$ cat src/rtl/burst_split_pkg.sv
package burst_split_pkg;

  typedef enum logic [0:0] {
    SPLIT_IDLE = 1'b0,
    SPLIT_RUN  = 1'b1
  } split_state_e;

endpackage

$ cat src/rtl/burst_step.sv
// Combinational step: next boundary, clipped size and last flag for the
// burst that starts at cur_addr.
module burst_step #(
  parameter int AW          = 33,
  parameter int BURST_BYTES = 64,
  localparam int OFS_W      = $clog2(BURST_BYTES),
  localparam int SIZE_W     = OFS_W + 1
) (
  input  logic [AW-1:0]     cur_addr,
  input  logic [AW-1:0]     end_addr,
  output logic [AW-1:0]     next_bnd,
  output logic [SIZE_W-1:0] size,
  output logic              is_last
);

  localparam logic [AW-1:0] LOW_MASK = AW'(BURST_BYTES - 1);

  logic [AW-1:0] limit;
  logic [AW-1:0] span;

  always_comb begin
    next_bnd = (cur_addr | LOW_MASK) + AW'(1);
    is_last  = (next_bnd >= end_addr);
    limit    = is_last ? end_addr : next_bnd;
    span     = limit - cur_addr;
    size     = span[SIZE_W-1:0];
  end

endmodule

$ cat src/rtl/burst_size_binner.sv
// ceil(log2(size)) computed as the bit length of (size - 1).
module burst_size_binner #(
  parameter int SIZE_W = 7,
  parameter int BIN_W  = 3
) (
  input  logic [SIZE_W-1:0] size,
  output logic [BIN_W-1:0]  bin
);

  logic [SIZE_W-1:0] dec;

  always_comb begin
    dec = size - SIZE_W'(1);
    bin = '0;
    for (int i = 0; i < SIZE_W; i++) begin
      if (dec[i]) bin = BIN_W'(i + 1);
    end
  end

endmodule

$ cat src/rtl/burst_stats.sv
// Per-direction burst counters and size histogram.
module burst_stats #(
  parameter int CNT_W    = 16,
  parameter int BINS     = 7,
  parameter int BIN_W    = 3
) (
  input  logic                       clk,
  input  logic                       rst_n,
  input  logic                       fire,
  input  logic                       is_write,
  input  logic [BIN_W-1:0]           bin,
  output logic [CNT_W-1:0]           rd_count,
  output logic [CNT_W-1:0]           wr_count,
  output logic [BINS-1:0][CNT_W-1:0] hist
);

  logic rd_en, wr_en;

  always_comb begin
    rd_en = fire && !is_write;
    wr_en = fire &&  is_write;
  end

  always_ff @(posedge clk or negedge rst_n) begin
    if (!rst_n) begin
      rd_count <= '0;
    end else if (rd_en) begin
      rd_count <= rd_count + CNT_W'(1);
    end
  end

  always_ff @(posedge clk or negedge rst_n) begin
    if (!rst_n) begin
      wr_count <= '0;
    end else if (wr_en) begin
      wr_count <= wr_count + CNT_W'(1);
    end
  end

  for (genvar g = 0; g < BINS; g++) begin : g_bin
    logic bin_en;
    always_comb bin_en = fire && (bin == BIN_W'(g));
    always_ff @(posedge clk or negedge rst_n) begin
      if (!rst_n) begin
        hist[g] <= '0;
      end else if (bin_en) begin
        hist[g] <= hist[g] + CNT_W'(1);
      end
    end
  end

endmodule

$ cat src/rtl/burst_splitter.sv
module burst_splitter #(
  parameter int ADDR_W      = 32,
  parameter int LEN_W       = 16,
  parameter int BURST_BYTES = 64,
  parameter int CNT_W       = 16,
  localparam int OFS_W      = $clog2(BURST_BYTES),
  localparam int SIZE_W     = OFS_W + 1,
  localparam int BINS       = OFS_W + 1,
  localparam int BIN_W      = $clog2(BINS + 1),
  localparam int AW         = ADDR_W + 1
) (
  input  logic                       clk,
  input  logic                       rst_n,
  input  logic                       req_valid,
  output logic                       req_ready,
  input  logic [ADDR_W-1:0]          req_addr,
  input  logic [LEN_W-1:0]           req_len,
  input  logic                       req_write,
  output logic                       req_err,
  output logic                       bst_valid,
  input  logic                       bst_ready,
  output logic [ADDR_W-1:0]          bst_addr,
  output logic [SIZE_W-1:0]          bst_size,
  output logic                       bst_write,
  output logic                       bst_last,
  output logic [CNT_W-1:0]           rd_count,
  output logic [CNT_W-1:0]           wr_count,
  output logic [BINS-1:0][CNT_W-1:0] size_hist
);
  import burst_split_pkg::*;

  split_state_e  state_q, state_d;
  logic [AW-1:0] cur_q, cur_d;
  logic [AW-1:0] end_q, end_d;
  logic          wr_q, wr_d;
  logic          err_q, err_d;
  logic          load_en, step_en;

  logic [AW-1:0]     next_bnd;
  logic [SIZE_W-1:0] step_size;
  logic              step_last;
  logic [BIN_W-1:0]  size_bin;
  logic              accept, fire;

  burst_step #(.AW(AW), .BURST_BYTES(BURST_BYTES)) u_step (
    .cur_addr (cur_q),
    .end_addr (end_q),
    .next_bnd (next_bnd),
    .size     (step_size),
    .is_last  (step_last)
  );

  burst_size_binner #(.SIZE_W(SIZE_W), .BIN_W(BIN_W)) u_bin (
    .size (step_size),
    .bin  (size_bin)
  );

  burst_stats #(.CNT_W(CNT_W), .BINS(BINS), .BIN_W(BIN_W)) u_stats (
    .clk      (clk),
    .rst_n    (rst_n),
    .fire     (fire),
    .is_write (wr_q),
    .bin      (size_bin),
    .rd_count (rd_count),
    .wr_count (wr_count),
    .hist     (size_hist)
  );

  always_comb begin
    req_ready = (state_q == SPLIT_IDLE);
    bst_valid = (state_q == SPLIT_RUN);
    bst_addr  = cur_q[ADDR_W-1:0];
    bst_size  = step_size;
    bst_write = wr_q;
    bst_last  = step_last;
    req_err   = err_q;
    accept    = req_valid && req_ready;
    fire      = bst_valid && bst_ready;
  end

  // Next-state logic
  always_comb begin
    state_d = state_q;
    cur_d   = cur_q;
    end_d   = end_q;
    wr_d    = wr_q;
    err_d   = 1'b0;
    load_en = 1'b0;
    step_en = 1'b0;
    if (accept) begin
      if (req_len == '0) begin
        err_d = 1'b1;
      end else begin
        load_en = 1'b1;
        state_d = SPLIT_RUN;
        cur_d   = {1'b0, req_addr};
        end_d   = {1'b0, req_addr} + AW'(req_len);
        wr_d    = req_write;
      end
    end else if (fire) begin
      step_en = 1'b1;
      if (step_last) begin
        state_d = SPLIT_IDLE;
      end else begin
        cur_d = next_bnd;
      end
    end
  end

  always_ff @(posedge clk or negedge rst_n) begin
    if (!rst_n) begin
      state_q <= SPLIT_IDLE;
      err_q   <= 1'b0;
    end else begin
      state_q <= state_d;
      err_q   <= err_d;
    end
  end

  always_ff @(posedge clk or negedge rst_n) begin
    if (!rst_n) begin
      cur_q <= '0;
      end_q <= '0;
      wr_q  <= 1'b0;
    end else if (load_en || step_en) begin
      cur_q <= cur_d;
      end_q <= end_d;
      wr_q  <= wr_d;
    end
  end

endmodule

$ cat config.mk
export PLATFORM = sky130hd
export DESIGN_NAME = burst_splitter
export DESIGN_NICKNAME = d
export VERILOG_FILES = /design/src/rtl/burst_split_pkg.sv /design/src/rtl/burst_step.sv /design/src/rtl/burst_size_binner.sv /design/src/rtl/burst_stats.sv /design/src/rtl/burst_splitter.sv
export SDC_FILE = /design/constraint.sdc
export NUM_CORES = 1
export LEC_CHECK = 0
export CAP_MARGIN = 40
export CORE_ASPECT_RATIO = 0.8
export CORE_MARGIN = 2
export CORE_UTILIZATION = 55
export DETAILED_ROUTE_END_ITERATION = 16
export GPL_ROUTABILITY_DRIVEN = 0
export GPL_TIMING_DRIVEN = 0
export PLACE_DENSITY = 0.91
export SLEW_MARGIN = 20
export SYNTH_ARGS = -nofsm -noshare
export SYNTH_HDL_FRONTEND = slang
export SYNTH_SLANG_ARGS = --single-unit
$ cat constraint.sdc
create_clock -name clk -period 18.2 [get_ports clk]
set_input_delay 1.82 -clock clk [delete_from_list [all_inputs] [get_ports clk]]
set_output_delay 1.82 -clock clk [all_outputs]
set_load 0.05 [all_outputs]
==> qor.yml, run 1 <==
synth_nets: 1409
synth-edff-count: 0
dpl.hpwl_um: 25310
post_cts_resized: 0
vias: 10880
clock_tree.root_cell: "clkbuf_16"
power_leakage_nw: 7.203
path_max_fanout: 8
io-pin-count: 241
final_common_cell: "clkdlybuf4s50_1"
synth_cell_types: 62
cts_tree: "done"
fin_util: 0.7296
grtUsageTotal: 0.2840
min_from: "u_stats.hist[47]"
syn_inst: 1293
dpl.cell_count: 1835
crit_start: "cur_q[9]"
power.total_mw: 3.100
port_buffers: 240
setup_viol: 0
ys_ff_latch: 213
synth_area_leaders: "dfrtp_1 (43%), xnor2_1 (8.5%), ha_1 (6.2%)"
run_status: "completed"
max_freq_mhz: 118.6
synth_top_cell_by_area: "dfrtp_1"
grt_pass1_vias: 10700
grt_max_degree: 96
max_stage_delay_ps: 740
cp_data_arrival_time_ps: 6610
cts_made_buffers: 23
syn2layout_area_growth_pct: 29.05
cap_violations: 0
clkSinkCount: 213
viasPerCell: 5.797
fin_nets: 1677
layout_setup_ws_ps: 9768
skew_ps: 9.611
clk_path_buf_depth: 3
tns_ps: 0
layout.cells.non_filler: 1876
drt_first_pass_iters: 5
start_util: 0.5654
path_clk_slew_ps: 60
die_x_um: 171.4
layout_common_cells: "clkdlybuf4s50_1 (239), dfrtp_1 (213), nand2_1 (144)"
rows: 48
min_period_ps: 8432
htreeDepth: 1
worst_slew_pin_slew_ps: 885.1
core-area_um2: 21800
finalWirelength_um: 34040
drc: 0
drt-wirelength-per-cell_um: 18.14
max_slew_margin: 0.4100
rsz0062_at_grt: "false"
grt_overflow: 0
yosysWarnings: 0
seq_area_frac_synth: 0.4324
dieArea_um2: 23630
rr_startpoint: "cur_q[9]"
drive_above_1_share: 0.06853
crit_path_cell_trace: "and3_1 > and3_1 > nand3_1 > nor2_1 > nand3_1 > xnor2_1 > ha_1 > nand4_1 > or2_1 > or4_1 > nand4_1 > o21ai_0 > and2_1 > inv_1 > and2_1 > ha_1 > a21o_1 > a21oi_2 > o21bai_1 > a21o_1 > nor3_1 > nor2_1 > clkdlybuf4s50_1"
min_path_type: "reg2reg"
worst_setup_path_start_kind: "flip-flop"
clock_latency_ps: 510
synthFlopType: "dfrtp_1"
avgSynthCellArea_um2: 9.533
critical_path_class: "reg2out"
grt_pass1_wl_um: 53990
crit_required_ps: 16380
postCtsSetupRepairBufs: 0
ant_nets: 0
synth_area_um2: 12330
antenna_cells: 0
cp_slowest_cell: "clkdlybuf4s50_1"
finalCritPeriodShare: 0.4633
crit_family: "simple AND/OR/NAND/NOR gates"
die-height_um: 137.9
hold_viol: 0
ir_drop_v: 0.0002685
pre_cts_ws_ps: 10370
yosysTopAreaCellShare: 0.4324
antenna_found_initial: 0
synth-async-reset-ratio: 1.000
hold_buffers: 0
maxSlewViolCount: 0
crit_buf_inv: 2
drt_iter0_drc: 903
end_kind: "primary output"
p_per_area_nw_per_um2: 194.9
==> worst paths after layout <==
path	end	slack, ps	cells past startpoint
worst max-delay path	bst_size[6]	9770	23
worst min-delay path	u_stats.hist[47]	470	1
worst max register to register	u_stats.hist[12]	10800	29
worst min register to register	u_stats.hist[47]	470	1
max in group asynchronous	u_stats.hist[40]	16240	2
min in group asynchronous	cur_q[11]	1180	1
==> state kept, by name (all words and copies together) (netlist names) <==
| name | count |
|---|---|
| bst_valid | 1 |
| req_err | 1 |
| bst_write | 1 |
| cur_q | 33 |
| u_stats.wr_count | 16 |
| u_stats.rd_count | 16 |
| u_stats.hist | 112 |
| end_q | 33 |
==> metrics by stage <==
step                instance area (µm²)  hold WS [ps]
finish                            15910         469.6
global route                      15910         491.5
CTS                               15900         468.1
detailed placement                15170         456.6
global placement                  15100         457.0
floorplan                         12330         449.8
==> per-layer routing <==
layer | up-vias | part of all wire | track usage | wire length, µm
met5 | - | 0 | 0 | 0
met1 | 5274 | 0.42 | 0.3896 | 14460
li1 | 5000 | - | - | -
met3 | 89 | 0.076 | 0.04823 | 2570
met2 | 513 | 0.46 | 0.4563 | 15810
met4 | 0 | 0.035 | 0.1050 | 1190
==> worst reg2reg max path, delay by kind of cell (launching register included) <==
family / cells / cell delay [ps]
xor+xnor: 2 / 400
buf+inv: 4 / 660
compound gates: 3 / 690
fa+ha+maj: 4 / 1220
simple gates: 16 / 3890
flops: 1 / 440
==> layout make-up <==
class                           instances  area (µm²)
Buffer                                 66       385.4
Clock buffer                           32       629.4
Clock inverter                          8       96.34
Fill cell                            1455        5894
Inverter                               63       236.5
Multi-Input combinational cell        951        6384
Sequential cell                       213        5330
Tap cell                              300       375.4
Timing Repair Buffer                  243        2470
==> synth_stat cells, types with 3 or more instances <==
library cell  instances
xor2_1               70
buf_2                 8
buf_4                32
mux2i_1              21
mux2_2                8
a21o_1               10
o31ai_1               3
or3_1                 3
nor4_1               18
a21oi_2               3
o22ai_1               4
nand3_1              76
o21ai_0              57
and4_1               14
clkbuf_1             24
xnor2_1             120
nand4_1              52
dfrtp_1             213
a21oi_1              50
o21a_1                4
a31oi_1               5
nor4b_1               6
nand2b_1              5
a211oi_1              3
and3_1               56
inv_1                60
ha_1                 61
nand2_1             144
nor2b_1               6
and2_1               16
nor3b_1               3
nor2_1               74
nor3_1               26
==> cells by family after synthesis <==
kind of cell / after synthesis / synth area share
AO/OA/AOI/OAI: 157 / 0.07725
XOR/XNOR: 193 / 0.1395
adder cells (fa/ha/maj): 63 / 0.06517
buffers and inverters: 129 / 0.05045
flip-flops: 213 / 0.4324
multiplexers: 30 / 0.02558
AND/OR/NAND/NOR: 508 / 0.2096
==> report_power, final <==
part | leakage, nW | internal (mW) | switching, mW
clock network | 0.355 | 0.269 | 0.192
registers | 2.78 | 0.570 | 0.108
logic | 4.07 | 0.655 | 1.31
total | 7.20 | 1.49 | 1.61
Power figures use the tool's default switching activity.
==> run 2, diff against run 1 <==
--- a/config.mk
+++ b/config.mk
@@ -8,11 +8,11 @@
 export CAP_MARGIN = 40
 export CORE_ASPECT_RATIO = 0.8
 export CORE_MARGIN = 2
-export CORE_UTILIZATION = 55
+export CORE_UTILIZATION = 53
 export DETAILED_ROUTE_END_ITERATION = 16
 export GPL_ROUTABILITY_DRIVEN = 0
 export GPL_TIMING_DRIVEN = 0
-export PLACE_DENSITY = 0.91
+export PLACE_DENSITY = 0.89
 export SLEW_MARGIN = 20
 export SYNTH_ARGS = -nofsm -noshare
 export SYNTH_HDL_FRONTEND = slang
==> constraint.sdc (replaced) <==
create_clock -name clk -period 7.9 [get_ports clk]
set_input_delay 0.79 -clock clk [delete_from_list [all_inputs] [get_ports clk]]
set_output_delay 0.79 -clock clk [all_outputs]
set_load 0.05 [all_outputs]
==> qor.yml, run 2 (synthesis gave the netlist of run 1 again) <==
cts_made_buffers: 24  # +4.3%
clock_tree.root_cell: "clkbuf_16"
path_max_fanout: 8  # unchanged
grt_max_degree: 75  # -22%
rsz0062_at_grt: "false"
antenna_found_initial: 0  # unchanged
port_buffers: 240  # unchanged
die_x_um: 174.5  # +1.8%
dieArea_um2: 24500  # +3.7%
min_path_type: "in2async"
dpl.cell_count: 1842  # +0.38%
hold_viol: 0  # unchanged
start_util: 0.5434  # -0.02202
clock_latency_ps: 510  # about the same
power.total_mw: 7.159  # +130%
dpl.hpwl_um: 25470  # +0.64%
layout.cells.non_filler: 1884  # +0.43%
holdWs_ps: 210.7  # -258.8 ps
min_period_ps: 7495
cts_tree: "done"
finalCritPeriodShare: 0.9487
worst_setup_path_start_kind: "flip-flop"
reg_top3: "u_stats.hist x112, cur_q x33, end_q x33"
p_switching_mw: 3.679  # +130%
syn2layout_area_growth_pct: 29.41
skew_ps: 11.07  # +1.460 ps
clkPwrFrac: 0.148  # about the same
grt_pass1_vias: 10780  # +0.73%
grtUsageTotal: 0.2708  # -0.01316
ant_nets: 0  # unchanged
viasPerCell: 5.729  # -1.2%
maxSlewViolCount: 0  # unchanged
antenna_cells: 0  # unchanged
core-area_um2: 22680  # +4.1%
cap_violations: 0  # unchanged
vias: 10790  # -0.75%
max_freq_mhz: 133.4
crit_required_ps: 7110  # -9270 ps
p_per_area_nw_per_um2: 448.8  # +130%
setup_viol: 0  # unchanged
final_area_um2: 15950  # +0.28%
p_comb_frac: 0.634  # about the same
layout_common_cells: "clkdlybuf4s50_1 (239), dfrtp_1 (213), nand2_1 (144)"
grt_overflow: 0  # unchanged
end_kind: "primary output"
ir_drop_v: 0.0005171  # +93%
die-height_um: 140.4  # +1.8%
path_clk_slew_ps: 60  # about the same
largest_reg_flops: 112  # unchanged
final_common_cell: "clkdlybuf4s50_1"
drc: 0  # unchanged
drt_iter0_drc: 700  # -22%
drt_first_pass_iters: 5  # unchanged
worst_slew_pin_slew_ps: 940.7  # +55.66 ps
hold_buffers: 0  # unchanged
seqPwrFrac: 0.218  # about the same
max_slew_margin: 0.3691  # -0.04088
htreeDepth: 1  # unchanged
postCtsSetupRepairBufs: 0  # unchanged
power_leakage_nw: 7.224  # +0.30%
place_area_um2: 15180  # about the same
p_int_mw: 3.480  # +130%
io-pin-count: 241  # unchanged
critical_path_class: "reg2out"
drt-wirelength-per-cell_um: 17.79  # -1.9%
fin_nets: 1679  # +0.12%
run_status: "completed"
clk_path_buf_depth: 3  # unchanged
clkSinkCount: 213  # unchanged
p_sw_frac: 0.5139  # -0.004111
finalWirelength_um: 33520  # -1.5%
drive_above_1_share: 0.06971  # +0.001181
cp_data_arrival_time_ps: 6700  # +90 ps
grt_pass1_wl_um: 54460  # +0.87%
rows: 49  # +2.1%
regMostFlops: "u_stats.hist"
## run 2: layer usage
layer / GRT usage / up-vias / share of wire
li1: - / 5019 / -
met1: 0.3635 / 5204 / 0.43
met2: 0.4407 / 480 / 0.46
met3: 0.04777 / 91 / 0.076
met4: 0.1048 / 0 / 0.034
met5: 0 / - / 0
## run 2: worst max-delay path, cell delays in order (launching register included)
cell             delay, ps
dfrtp_1                450
and3_1                 210
and3_1                 220
nand3_1                250
nor2_2                 340
nand3_1                140
xnor2_1                170
ha_1                   300
nand4_1                170
or2_1                  290
or4_1                  590
nand4_1                120
o21ai_0                140
and2_1                 240
inv_1                  250
and2_1                 180
ha_1                   260
a21o_1                 180
a21oi_2                210
o21bai_1                90
a21o_1                 190
nor3_1                 360
nor2_1                 100
clkdlybuf4s50_1        740
## run 2: cell type report
type | instances | area [µm²]
timing repair buffer | 244 | 2479
buffer | 66 | 385.4
clock buffer | 38 | 734.5
inverter | 63 | 236.5
multi-input combinational | 951 | 6387
tap | 306 | 382.9
fill | 1684 | 6734
clock inverter | 3 | 15.01
sequential | 213 | 5330
## run 2: final timing paths
check	cells after the start	to	slack, ps	start
worst min-delay path	1	cur_q[12]	210	rst_n
min in group clk	1	u_stats.hist[31]	470	u_stats.hist[31]
worst max-delay path	23	bst_size[6]	410	cur_q[9]
worst min register to register	1	u_stats.hist[31]	470	u_stats.hist[31]
worst max register to register	29	u_stats.hist[10]	570	cur_q[9]
max in group asynchronous	2	u_stats.hist[101]	6900	rst_n
## run 2: timing repair
action | in CTS | in global routing
resized for setup | 0 | 2
endpoints found under the hold margin | 0 | 0
endpoints found under the setup margin | 0 | 12
## run 2: power groups by stage
| stage | Sequential (mW) | Combinational [mW] | Clock [mW] |
|---|---|---|---|
| CTS | 1.55 | 4.47 | 1.08 |
| global placement | 1.56 | 4.31 | 0 |
| global route | 1.59 | 4.91 | 1.12 |
| floorplan | 1.73 | 2.95 | 0 |
| detailed placement | 1.57 | 4.45 | 0 |
| finish | 1.56 | 4.54 | 1.06 |
## run 2: metrics by stage
stage          worst slack [ps]  utilization  setup TNS, ps
6_report                  405.0       0.7031              0
5_1_grt                   31.59       0.7031              0
4_1_cts                   439.3       0.7023              0
3_5_place_dp              611.9       0.6692              0
3_3_place_gp              -2772       0.6661        -586610
2_1_floorplan              1381            -              0
